$ cat config.mk
export PLATFORM = sky130hd
export DESIGN_NAME = wdog_window
export DESIGN_NICKNAME = d
export VERILOG_FILES = /design/src/rtl/wdog_pkg.sv /design/src/rtl/wdog_cfg.sv /design/src/rtl/wdog_counter.sv /design/src/rtl/wdog_fault.sv /design/src/rtl/wdog_window.sv
export SDC_FILE = /design/constraint.sdc
export NUM_CORES = 1
export LEC_CHECK = 0
export CAP_MARGIN = 20
export CELL_PAD_IN_SITES_DETAIL_PLACEMENT = 1
export CELL_PAD_IN_SITES_GLOBAL_PLACEMENT = 1
export CORE_ASPECT_RATIO = 1.75
export CORE_UTILIZATION = 37
export DETAILED_ROUTE_END_ITERATION = 10
export PLACE_DENSITY_LB_ADDON = 0.1
export SYNTH_ARGS = -nofsm -noshare
export SYNTH_HDL_FRONTEND = slang
export SYNTH_HIERARCHICAL = 1
export SYNTH_SLANG_ARGS = --single-unit
$ cat constraint.sdc
create_clock -name clk -period 2.6 [get_ports clk]
set_input_delay 0.39 -clock clk [delete_from_list [all_inputs] [get_ports clk]]
set_output_delay 0.39 -clock clk [all_outputs]
set_load 0.005 [all_outputs]
$ cat src/rtl/wdog_pkg.sv
// Shared widths, register addresses and mode-register layout for the
// windowed watchdog. Assumes a 32-bit register port.
package wdog_pkg;
    localparam int DW    = 32;
    localparam int CNT_W = 12;
    localparam int AW    = 2;

    localparam logic [AW-1:0] A_CTRL = 2'd0;
    localparam logic [AW-1:0] A_MODE = 2'd1;
    localparam logic [AW-1:0] A_STAT = 2'd2;

    typedef struct packed {
        logic [1:0]       rsvd;
        logic             idle_halt;
        logic             dbg_halt;
        logic [CNT_W-1:0] delta;
        logic             wd_off;
        logic             rst_cpu;
        logic             rst_en;
        logic             irq_en;
        logic [CNT_W-1:0] reload;
    } mode_t;

    localparam logic [DW-1:0] RSVD_MASK    = 32'h3FFF_FFFF;
    localparam logic [DW-1:0] MODE_DEFAULT = 32'h0FFF_0FFF;
endpackage

$ cat src/rtl/wdog_cfg.sv
// Write-once mode register. The first write after reset is stored and
// locks the register; later writes are dropped. Reserved bits are stored as 0.
module wdog_cfg
    import wdog_pkg::*;
(
    input  logic                clk,
    input  logic                rst_n,
    input  logic                wr_mode,
    input  logic [DW-1:0]       wdata,
    output mode_t               mode,
    output logic                load,
    output logic [CNT_W-1:0]    load_val
);
    logic locked;

    assign load     = wr_mode && !locked;
    assign load_val = wdata[CNT_W-1:0];

    // Capture the first mode write and set the lock.
    always_ff @(posedge clk) begin
        if (!rst_n) begin
            mode   <= mode_t'(MODE_DEFAULT);
            locked <= 1'b0;
        end else if (load) begin
            mode   <= mode_t'(wdata & RSVD_MASK);
            locked <= 1'b1;
        end
    end

    AST_LOCKED_STABLE: assert property (@(posedge clk) disable iff (!rst_n)
        locked |=> $stable(mode));
endmodule

$ cat src/rtl/wdog_counter.sv
// Down counter with restart window. Produces underflow and error events.
// Assumes tick is one clk cycle wide. A restart in the same cycle as a tick wins.
module wdog_counter
    import wdog_pkg::*;
#(
    parameter int W = CNT_W
) (
    input  logic          clk,
    input  logic          rst_n,
    input  logic          tick,
    input  logic          restart_req,
    input  logic          load,
    input  logic [W-1:0]  load_val,
    input  logic [W-1:0]  reload,
    input  logic [W-1:0]  delta,
    input  logic          wd_off,
    input  logic          dbg_halt,
    input  logic          idle_halt,
    input  logic          dbg_state,
    input  logic          idle_state,
    output logic          uf_evt,
    output logic          err_evt
);
    localparam logic [W-1:0] CNT_INIT = '1;

    logic [W-1:0] cnt;
    logic active, halted, in_window, restart_ok, step;

    // Qualify ticks and restarts against the current mode and count.
    always_comb begin
        active     = !wd_off;
        halted     = (dbg_halt && dbg_state) || (idle_halt && idle_state);
        in_window  = (cnt <= delta);
        restart_ok = restart_req && active && in_window;
        err_evt    = restart_req && active && !in_window;
        step       = tick && active && !halted;
        uf_evt     = step && (cnt == '0) && !restart_ok;
    end

    // Count down, reload on config load, accepted restart or underflow.
    always_ff @(posedge clk) begin
        if (!rst_n) begin
            cnt <= CNT_INIT;
        end else if (load) begin
            cnt <= load_val;
        end else if (restart_ok) begin
            cnt <= reload;
        end else if (step) begin
            cnt <= (cnt == '0) ? reload : cnt - 1'b1;
        end
    end

    AST_RESTART_RELOAD: assert property (@(posedge clk) disable iff (!rst_n)
        (restart_ok && !load) |=> (cnt == $past(reload)));
    AST_EARLY_NO_RELOAD: assert property (@(posedge clk) disable iff (!rst_n)
        (err_evt && !step && !load) |=> (cnt == $past(cnt)));
    AST_HALT_HOLDS: assert property (@(posedge clk) disable iff (!rst_n)
        (active && halted && !restart_ok && !load) |=> $stable(cnt));
    AST_OFF_HOLDS: assert property (@(posedge clk) disable iff (!rst_n)
        (!active && !load) |=> $stable(cnt));
endmodule

$ cat src/rtl/wdog_fault.sv
// Sticky fault status, interrupt gating and one-cycle reset request pulses.
// Assumes a status read and a new fault in the same cycle keep the new fault.
module wdog_fault (
    input  logic       clk,
    input  logic       rst_n,
    input  logic       uf_evt,
    input  logic       err_evt,
    input  logic       clr,
    input  logic       irq_en,
    input  logic       rst_en,
    input  logic       rst_cpu,
    output logic [1:0] status,
    output logic       irq,
    output logic       rst_cpu_req,
    output logic       rst_all_req
);
    logic fault;

    assign fault = uf_evt || err_evt;
    assign irq   = irq_en && (status != 2'b00);

    // Hold fault flags until a status read; new events override the clear.
    always_ff @(posedge clk) begin
        if (!rst_n) begin
            status <= 2'b00;
        end else begin
            status <= (clr ? 2'b00 : status) | {err_evt, uf_evt};
        end
    end

    // Route each fault into a single-cycle reset request.
    always_ff @(posedge clk) begin
        if (!rst_n) begin
            rst_cpu_req <= 1'b0;
            rst_all_req <= 1'b0;
        end else begin
            rst_cpu_req <= fault && rst_en && rst_cpu;
            rst_all_req <= fault && rst_en && !rst_cpu;
        end
    end

    AST_ONE_RESET: assert property (@(posedge clk) disable iff (!rst_n)
        $onehot0({rst_cpu_req, rst_all_req}));
    AST_UF_STICKY: assert property (@(posedge clk) disable iff (!rst_n)
        uf_evt |=> status[0]);
    AST_ERR_STICKY: assert property (@(posedge clk) disable iff (!rst_n)
        err_evt |=> status[1]);
    AST_READ_CLEARS: assert property (@(posedge clk) disable iff (!rst_n)
        (clr && !uf_evt && !err_evt) |=> (status == 2'b00));
endmodule

$ cat src/rtl/wdog_window.sv
// Top of the windowed watchdog: register decode, write-once mode register,
// windowed down counter and fault handling. Assumes single-cycle accesses.
module wdog_window
    import wdog_pkg::*;
(
    input  logic          clk,
    input  logic          rst_n,
    input  logic          wr_en,
    input  logic          rd_en,
    input  logic [1:0]    addr,
    input  logic [31:0]   wdata,
    output logic [31:0]   rdata,
    input  logic          tick,
    input  logic          dbg_state,
    input  logic          idle_state,
    output logic          irq,
    output logic          rst_cpu_req,
    output logic          rst_all_req
);
    mode_t            mode;
    logic             load;
    logic [CNT_W-1:0] load_val;
    logic             uf_evt, err_evt;
    logic [1:0]       status;
    logic             wr_mode, restart_req, clr;

    assign wr_mode     = wr_en && (addr == A_MODE);
    assign restart_req = wr_en && (addr == A_CTRL) && wdata[0];
    assign clr         = rd_en && (addr == A_STAT);

    // Read mux: control reads as zero, mode and status as stored.
    always_comb begin
        case (addr)
            A_MODE:  rdata = DW'(mode);
            A_STAT:  rdata = {{(DW-2){1'b0}}, status};
            default: rdata = '0;
        endcase
    end

    wdog_cfg u_cfg (
        .clk(clk), .rst_n(rst_n), .wr_mode(wr_mode), .wdata(wdata),
        .mode(mode), .load(load), .load_val(load_val)
    );

    wdog_counter #(.W(CNT_W)) u_cnt (
        .clk(clk), .rst_n(rst_n), .tick(tick), .restart_req(restart_req),
        .load(load), .load_val(load_val), .reload(mode.reload),
        .delta(mode.delta), .wd_off(mode.wd_off), .dbg_halt(mode.dbg_halt),
        .idle_halt(mode.idle_halt), .dbg_state(dbg_state),
        .idle_state(idle_state), .uf_evt(uf_evt), .err_evt(err_evt)
    );

    wdog_fault u_flt (
        .clk(clk), .rst_n(rst_n), .uf_evt(uf_evt), .err_evt(err_evt),
        .clr(clr), .irq_en(mode.irq_en), .rst_en(mode.rst_en),
        .rst_cpu(mode.rst_cpu), .status(status), .irq(irq),
        .rst_cpu_req(rst_cpu_req), .rst_all_req(rst_all_req)
    );
endmodule

==> out/qor.txt, run 1 <==
Power, Total = 2050 µW
Setup Skew = 0.0110 ns
Diodes inserted = 0
Pre-antenna DRT Iters = 4
Slew at the pin with the worst max-slew slack = 0.670 ns
Number of distinct library cells after synthesis = 56
Via count of the first global-routing pass = 3096
Buffers added on ports = 71
Cell accounting for the most synthesized area = dfxtp_1
Cell family contributing the most delay on the critical path = compound AO/OA/AOI/OAI gates
Critical path buffers and inverters = 2
Beginning of the worst register-to-register path = u_cfg/mode[26]$_SDFFE_PN1P_
Maximum resistive drop on vdd = 0.249 mV
Total wirelength of the detailed-routed design = 9810 µm
Max Fanout on Critical Path = 10
Clock power share = 32.9%
Total count of max-transition violations in the final report = 0
Initial antenna violation count = 0
Area share of the largest cell type after synthesis = 29.1%
Core Footprint = 8370 µm²
Share of the cycle needed by the critical path after routing = 94.6%
Total global routing overflow = 0
FF-to-FF path depth = 9
Worst Path Class, Setup = flop to flop
Relative contribution of combinational cells to total power = 26.7%
Wire per inst = 17.4 µm
Switching share of power = 29.8%
Sequential Power Share = 40.5%
Clock tree from TritonCTS = done
Post-route ant nets = 0
Synthesis warning total = 6
Post-synthesis register bit count = 47
Post-detailed-route via-to-cell ratio = 5.18
Number of levels in the clock H-tree = 2
Die Footprint = 9140 µm²
Residual DRC = 0
Worst setup timing slack at the placement stage = 0.0921 ns
Area growth syn-to-layout = 28.6%
Cell chain of the critical path = inv_1, ha_1, nand4_1, nor3_1, a31oi_4, o21ai_0, buf_4, a31oi_1, o221ai_1
Maximum clock rate = 407 MHz
Site row count = 44
Clock buffers created by TritonCTS = 5
Buffer depth of the longest clock path = 2
Filler instances = 1036
Number of enable-type register cells in the synthesized netlist = 0
Setup repair after global routing missed its margin = false
Wire length of the first global-routing pass = 15600 µm
Slowest stage cell on the critical path = nor3_1
Number of failing hold endpoints at the final stage = 0
Cell-internal power = 1440 µW
Mapped Avg Cell Area = 8.43 µm²
Summed instance area of the synthesized netlist = 3240 µm²
Placed Cells incl. Taps = 557
Critical path data arrival time = 2.65 ns
Power per cell area = 493 nW/µm²
Async set-or-reset flop fraction in the synthesized netlist = 0%
HPWL after detailed placement = 7420 µm
Time the worst path needs with I/O delays and setup = 2.46 ns
Clock Sinks = 47
Num ports = 76
Outcome = finished clean
Die span in y = 126 µm
Mapped Cells = 384
Setup TNS Final = 0 ns
Effective utilization at floorplan = 38.7%
Clock root buffer = clkbuf_16
Top area cells in the synthesized netlist = dfxtp_1, and2_2, ha_1, o211ai_1, nand3b_1
Top FF cell, synth = dfxtp_1
Clk pin slew, worst setup/hold paths = 0.06 ns
Cell leakage power = 0.00183 µW
Required time worst endpoint = 2.79 ns
Worst Hold Depth = 1
Proportion of layout cells with a drive suffix above 1 = 17.3%
Critical Path Sink Type = flop
Worst relative slew slack = 55.3%
Fin cells = 565
Count leader, synth = dfxtp_1
Timing startpoint of the critical path = u_cfg/mode[26]$_SDFFE_PN1P_
Register area share after synthesis = 29.1%
Global placement routability congestion = 0.902
Total global routing track utilization = 22.2%
Hold Buf Count CTS = 0
Sw Pwr = 611 µW
Die Width = 72.7 µm
Pin count of the biggest net entering global routing = 32
Highest cell delay on the worst timing path = 0.50 ns
Worst flop-to-flop path endpoint = u_cnt/cnt[2]$_SDFFE_PN1P_
Setup violation total in the final timing report = 0
Internal reg-to-reg setup slack = 0.14 ns
Number of nets in the finished design = 507
Min setup slack post-route = 0.141 ns
Total number of cells along the worst setup path = 9
Via Count = 2924
Initial DRC Count = 85
Clock latency of the later-clocked register in the worst-skew pair = 0.29 ns
Leading post-synthesis cells by instance count = dfxtp_1, inv_1, nand2_1, and2_2, o211ai_1
Hold Crit Class = flop to flop
Max-cap violation count = 0
Startpoint Class = flop
Crit path capture = u_cnt/cnt[2]$_SDFFE_PN1P_
[layout by cell type (no fill, tap or decap), types with 4 or more instances in the layout]
cell type / Yosys / layout
o211ai_1: 28 / 28
nand2_1: 33 / 33
nand3_1: 5 / 5
o22ai_1: 7 / 7
o211ai_2: 4 / 4
a21oi_1: 8 / 8
nor2_1: 10 / 10
dfxtp_1: 47 / 46
clkbuf_16: 0 / 5
buf_4: 14 / 22
o21ai_0: 4 / 4
clkdlybuf4s50_1: 0 / 70
nor3_1: 10 / 10
nand4_1: 4 / 4
a311oi_1: 6 / 6
nand3b_1: 25 / 25
mux2i_1: 9 / 9
and2_2: 31 / 31
o21a_1: 10 / 10
ha_1: 17 / 17
nor2b_1: 8 / 8
inv_1: 41 / 41
[layout make-up]
class,instances,area [µm²],share of cell area [%]
Tap cell,115,144,3.46
Clock inverter,1,8.76,0.210
Timing Repair Buffer,95,902,21.7
Multi-Input combinational cell,259,1870,44.9
Inverter,41,154,3.70
Sequential cell,47,942,22.6
Clock buffer,7,143,3.43
[metrics by stage]
stage	utilization, %	area [µm²]	hold slack [ns]
CTS	49.6	4150	0.474
detailed placement	47.8	4000	0.458
global route	49.7	4160	0.509
finish	49.7	4160	0.468
global placement	47.8	4000	0.452
floorplan	-	3240	0.421
[cells by family after synthesis]
| logic type | synth area share, % |
|---|---|
| other | 0.116 |
| adder cells (fa/ha/maj) | 6.57 |
| buffers and inverters | 13.6 |
| AO/OA/AOI/OAI | 19.6 |
| flip-flops | 29.1 |
| AND/OR/NAND/NOR | 26.8 |
| XOR/XNOR | 1.08 |
| multiplexers | 3.13 |
[routing by layer]
layer | up-vias | track usage [%] | wire, µm
met4 | 0 | 7.50 | 220
met2 | 55 | 42.0 | 5330
met3 | 13 | 3.36 | 234
li1 | 1453 | - | -
met1 | 1403 | 24.1 | 4030
met5 | - | 0 | 0
[state kept, by name, indices dropped and copies added (netlist names)]
signal / count
u_flt/status: 2
u_cfg/locked: 1
u_cnt/cnt: 12
u_flt/rst_cpu_req: 1
u_cfg/mode: 30
u_flt/rst_all_req: 1
[power by group through the flow]
stage / clock network (µW) / logic, µW / registers [µW]
2_1_floorplan: 0 / 329 / 829
3_3_place_gp: 0 / 522 / 843
3_5_place_dp: 0 / 538 / 845
4_1_cts: 694 / 542 / 829
5_1_grt: 719 / 600 / 837
6_report: 674 / 547 / 830
[repair_timing]
action	in CTS	in global routing
setup endpoints to repair	0	3
gates resized for setup	0	3
hold endpoints to repair	0	0
buffers inserted	0	0
[worst min-delay path by stage]
stage / startpoint / to
CTS: u_cfg/mode[14]$_SDFFE_PN0P_ / u_flt/rst_all_req$_SDFF_PN0_
floorplan: u_cfg/mode[14]$_SDFFE_PN0P_ / u_flt/rst_all_req$_SDFF_PN0_
detailed placement: u_cfg/mode[14]$_SDFFE_PN0P_ / u_flt/rst_all_req$_SDFF_PN0_
global route: u_cfg/mode[13]$_SDFFE_PN0P_ / u_cfg/mode[13]$_SDFFE_PN0P_
finish: u_cfg/mode[14]$_SDFFE_PN0P_ / u_flt/rst_all_req$_SDFF_PN0_
global placement: u_cfg/mode[14]$_SDFFE_PN0P_ / u_flt/rst_all_req$_SDFF_PN0_
Power figures use the tool's default switching activity.
==> run 2, diff against run 1 <==
CORE_UTILIZATION = 38   (was 37)
CTS_BUF_LIST = sky130_fd_sc_hd__clkbuf_8   (was unset)
==> run 2 against run 1 <==
Effect of this change:
- critical path depth unchanged
- combinational power decreased by 3%
- sequential cell count unchanged
- cell area decreased by 3.2%
- critical endpoint is now u_cnt/cnt[1]$_SDFFE_PN1P_
- largest cell class unchanged
- highest routed layer unchanged
==> out/qor.txt, run 2 (synthesis results as in run 1) <==
Setup Skew = 0.00985 ns (-0.00110 ns)
Wire length of the first global-routing pass = 15700 µm (+1.0%)
Clk pin slew, worst setup/hold paths = 0.10 ns (+0.04 ns)
Cell-internal power = 1230 µW (-14%)
Filler instances = 1000 (-3.5%)
Cell Area, Placed = 3940 µm² (-1.5%)
Max-cap violation count = 0 (unchanged)
Register with the most flip-flops = u_cfg/mode
HPWL after detailed placement = 7390 µm (-0.52%)
Required time worst endpoint = 2.85 ns (+0.06 ns)
Initial DRC Count = 112 (+32%)
Area growth syn-to-layout = 24.4%
Largest register FFs = 30 (unchanged)
Worst Path Class, Setup = flop to flop
Sequential Power Share = 45.4% (+4.9 points)
Die Width = 71.8 µm (-1.3%)
Clock tree from TritonCTS = done
Total global routing track utilization = 22.8% (+0.68 points)
Pre-antenna DRT Iters = 4 (unchanged)
Proportion of layout cells with a drive suffix above 1 = 16.8% (-0.52 points)
Worst hold margin = 0.473 ns (+0.00509 ns)
Worst relative slew slack = 58.9% (+3.5 points)
Max Fanout on Critical Path = 11 (+1)
Effective utilization at floorplan = 39.2% (+0.52 points)
Cell chain of the critical path = ha_1, nor2b_1, o211ai_1, a211o_1, a31oi_2, o21ai_0, buf_4, or3_1, o2111ai_1
Setup TNS Final = 0 ns (unchanged)
Via count of the first global-routing pass = 3120 (+0.78%)
Slowest stage cell on the critical path = dfxtp_1
Die span in y = 124 µm (-1.3%)
# Post-CTS Setup Buffers = 0 (unchanged)
Pin count of the biggest net entering global routing = 31 (-3.1%)
Post-route ant nets = 0 (unchanged)
Outcome = finished clean
Internal reg-to-reg setup slack = 0.16 ns (+0.02 ns)
Time the worst path needs with I/O delays and setup = 2.44 ns (-0.0230 ns)
Diodes inserted = 0 (unchanged)
Number of nets in the finished design = 503 (-0.79%)
Core Footprint = 8260 µm² (-1.3%)
Largest registers = u_cfg/mode (30), u_cnt/cnt (12), u_flt/status (2)
Global placement routability congestion = 0.847 (-6.1%)
Setup repair after global routing missed its margin = false
Setup violation total in the final timing report = 0 (unchanged)
Number of failing hold endpoints at the final stage = 0 (unchanged)
Most common cell after layout, fill and taps aside = clkdlybuf4s50_1
Cell area after layout = 4030 µm² (-3.2%)
Maximum clock rate = 411 MHz (+0.95%)
Buffers added on ports = 71 (unchanged)
Number of levels in the clock H-tree = 2 (unchanged)
Initial antenna violation count = 0 (unchanged)
Via Count = 2983 (+2.0%)
Total wirelength of the detailed-routed design = 9630 µm (-1.8%)
Critical path data arrival time = 2.68 ns (+0.03 ns)
Startpoint Class = flop
Relative contribution of combinational cells to total power = 29.0% (+2.3 points)
Sw Pwr = 600 µW (-1.7%)
Maximum resistive drop on vdd = 0.309 mV (+24%)
Power per cell area = 456 nW/µm² (-7.5%)
Post-detailed-route via-to-cell ratio = 5.54 (+7.1%)
Die Footprint = 8910 µm² (-2.6%)
Most frequent cells in the layout = clkdlybuf4s50_1, dfxtp_1, inv_1
Clock latency of the later-clocked register in the worst-skew pair = 0.32 ns (+0.03 ns)
Placed Cells incl. Taps = 530 (-4.8%)
Hold Buf Count CTS = 0 (unchanged)
Residual DRC = 0 (unchanged)
Cell leakage power = 0.00178 µW (-2.6%)
Site row count = 44 (unchanged)
Switching share of power = 32.7% (+2.9 points)
Clock root buffer = clkbuf_8
Total global routing overflow = 0 (unchanged)
Clock power share = 25.7% (-7.2 points)
Hold Crit Class = flop to flop
Slew at the pin with the worst max-slew slack = 0.617 ns (-0.0530 ns)
Buffer depth of the longest clock path = 2 (unchanged)
Num ports = 76 (unchanged)
Power, Total = 1840 µW (-11%)
Share of the cycle needed by the critical path after routing = 93.7% (-0.89 points)
Clock buffers created by TritonCTS = 5 (unchanged)
Critical Path Sink Type = flop
Fin cells = 538 (-4.8%)
Post-cts resize count = 0 (unchanged)
Highest cell delay on the worst timing path = 0.40 ns (-0.10 ns)
Clock Sinks = 47 (unchanged)
Total count of max-transition violations in the final report = 0 (unchanged)
Wire per inst = 17.9 µm (+3.1%)
run 2: cell types whose count changed in the layout (fill, tap and decap cells not counted), sizes merged:
cell    delta
inv        +1
clkinv     +1
buf        -4
clkbuf     -2
run 2: layer usage:
layer	vias up	part of all wire, %	GRT usage, %
li1	1440	-	-
met1	1460	41	26.5
met2	67	53	40.8
met5	-	0	0
met4	0	2.4	9.07
met3	16	3.8	4.29
run 2: final timing paths:
check                               from                      endpoint  depth (start not counted)
max reg2reg    u_cnt/cnt[1]$_SDFFE_PN1P_     u_cnt/cnt[1]$_SDFFE_PN1P_                          9
min          u_cfg/mode[14]$_SDFFE_PN0P_  u_flt/rst_all_req$_SDFF_PN0_                          1
min reg2reg  u_cfg/mode[14]$_SDFFE_PN0P_  u_flt/rst_all_req$_SDFF_PN0_                          1
max            u_cnt/cnt[1]$_SDFFE_PN1P_     u_cnt/cnt[1]$_SDFFE_PN1P_                          9
run 2: worst max-delay path, delay by kind of cell, from the launching register on:
family                   cells  cell delay (ns)
AO/OA/AOI/OAI                5             0.94
buffers and inverters        1             0.19
AND/OR/NAND/NOR              2             0.50
adder cells (fa/ha/maj)      1             0.33
flip-flops                   1             0.40
run 2: through the flow:
step | worst slack, ns | util [%]
CTS | 0.125 | 48.8
global placement | 0.130 | 47.7
detailed placement | 0.0286 | 47.7
finish | 0.164 | 48.8
floorplan | 0.215 | -
global route | 0.00112 | 48.8
run 2: power groups by stage:
stage          Sequential [µW]  Combinational (µW)  Clock (µW)
3_5_place_dp               850                 530           0
2_1_floorplan              829                 329           0
4_1_cts                    833                 533         482
5_1_grt                    841                 589         505
6_report                   832                 532         471
3_3_place_gp               849                 510           0
run 2: cell type report:
cell class,count,area (µm²),area share [%]
well taps,92,115,2.86
inverters,41,154,3.82
repair buffers,91,868,21.6
clock inverters,3,18.8,0.466
multi-input cells,259,1860,46.2
flip-flops and latches,47,942,23.4
clock buffers,5,68.8,1.71
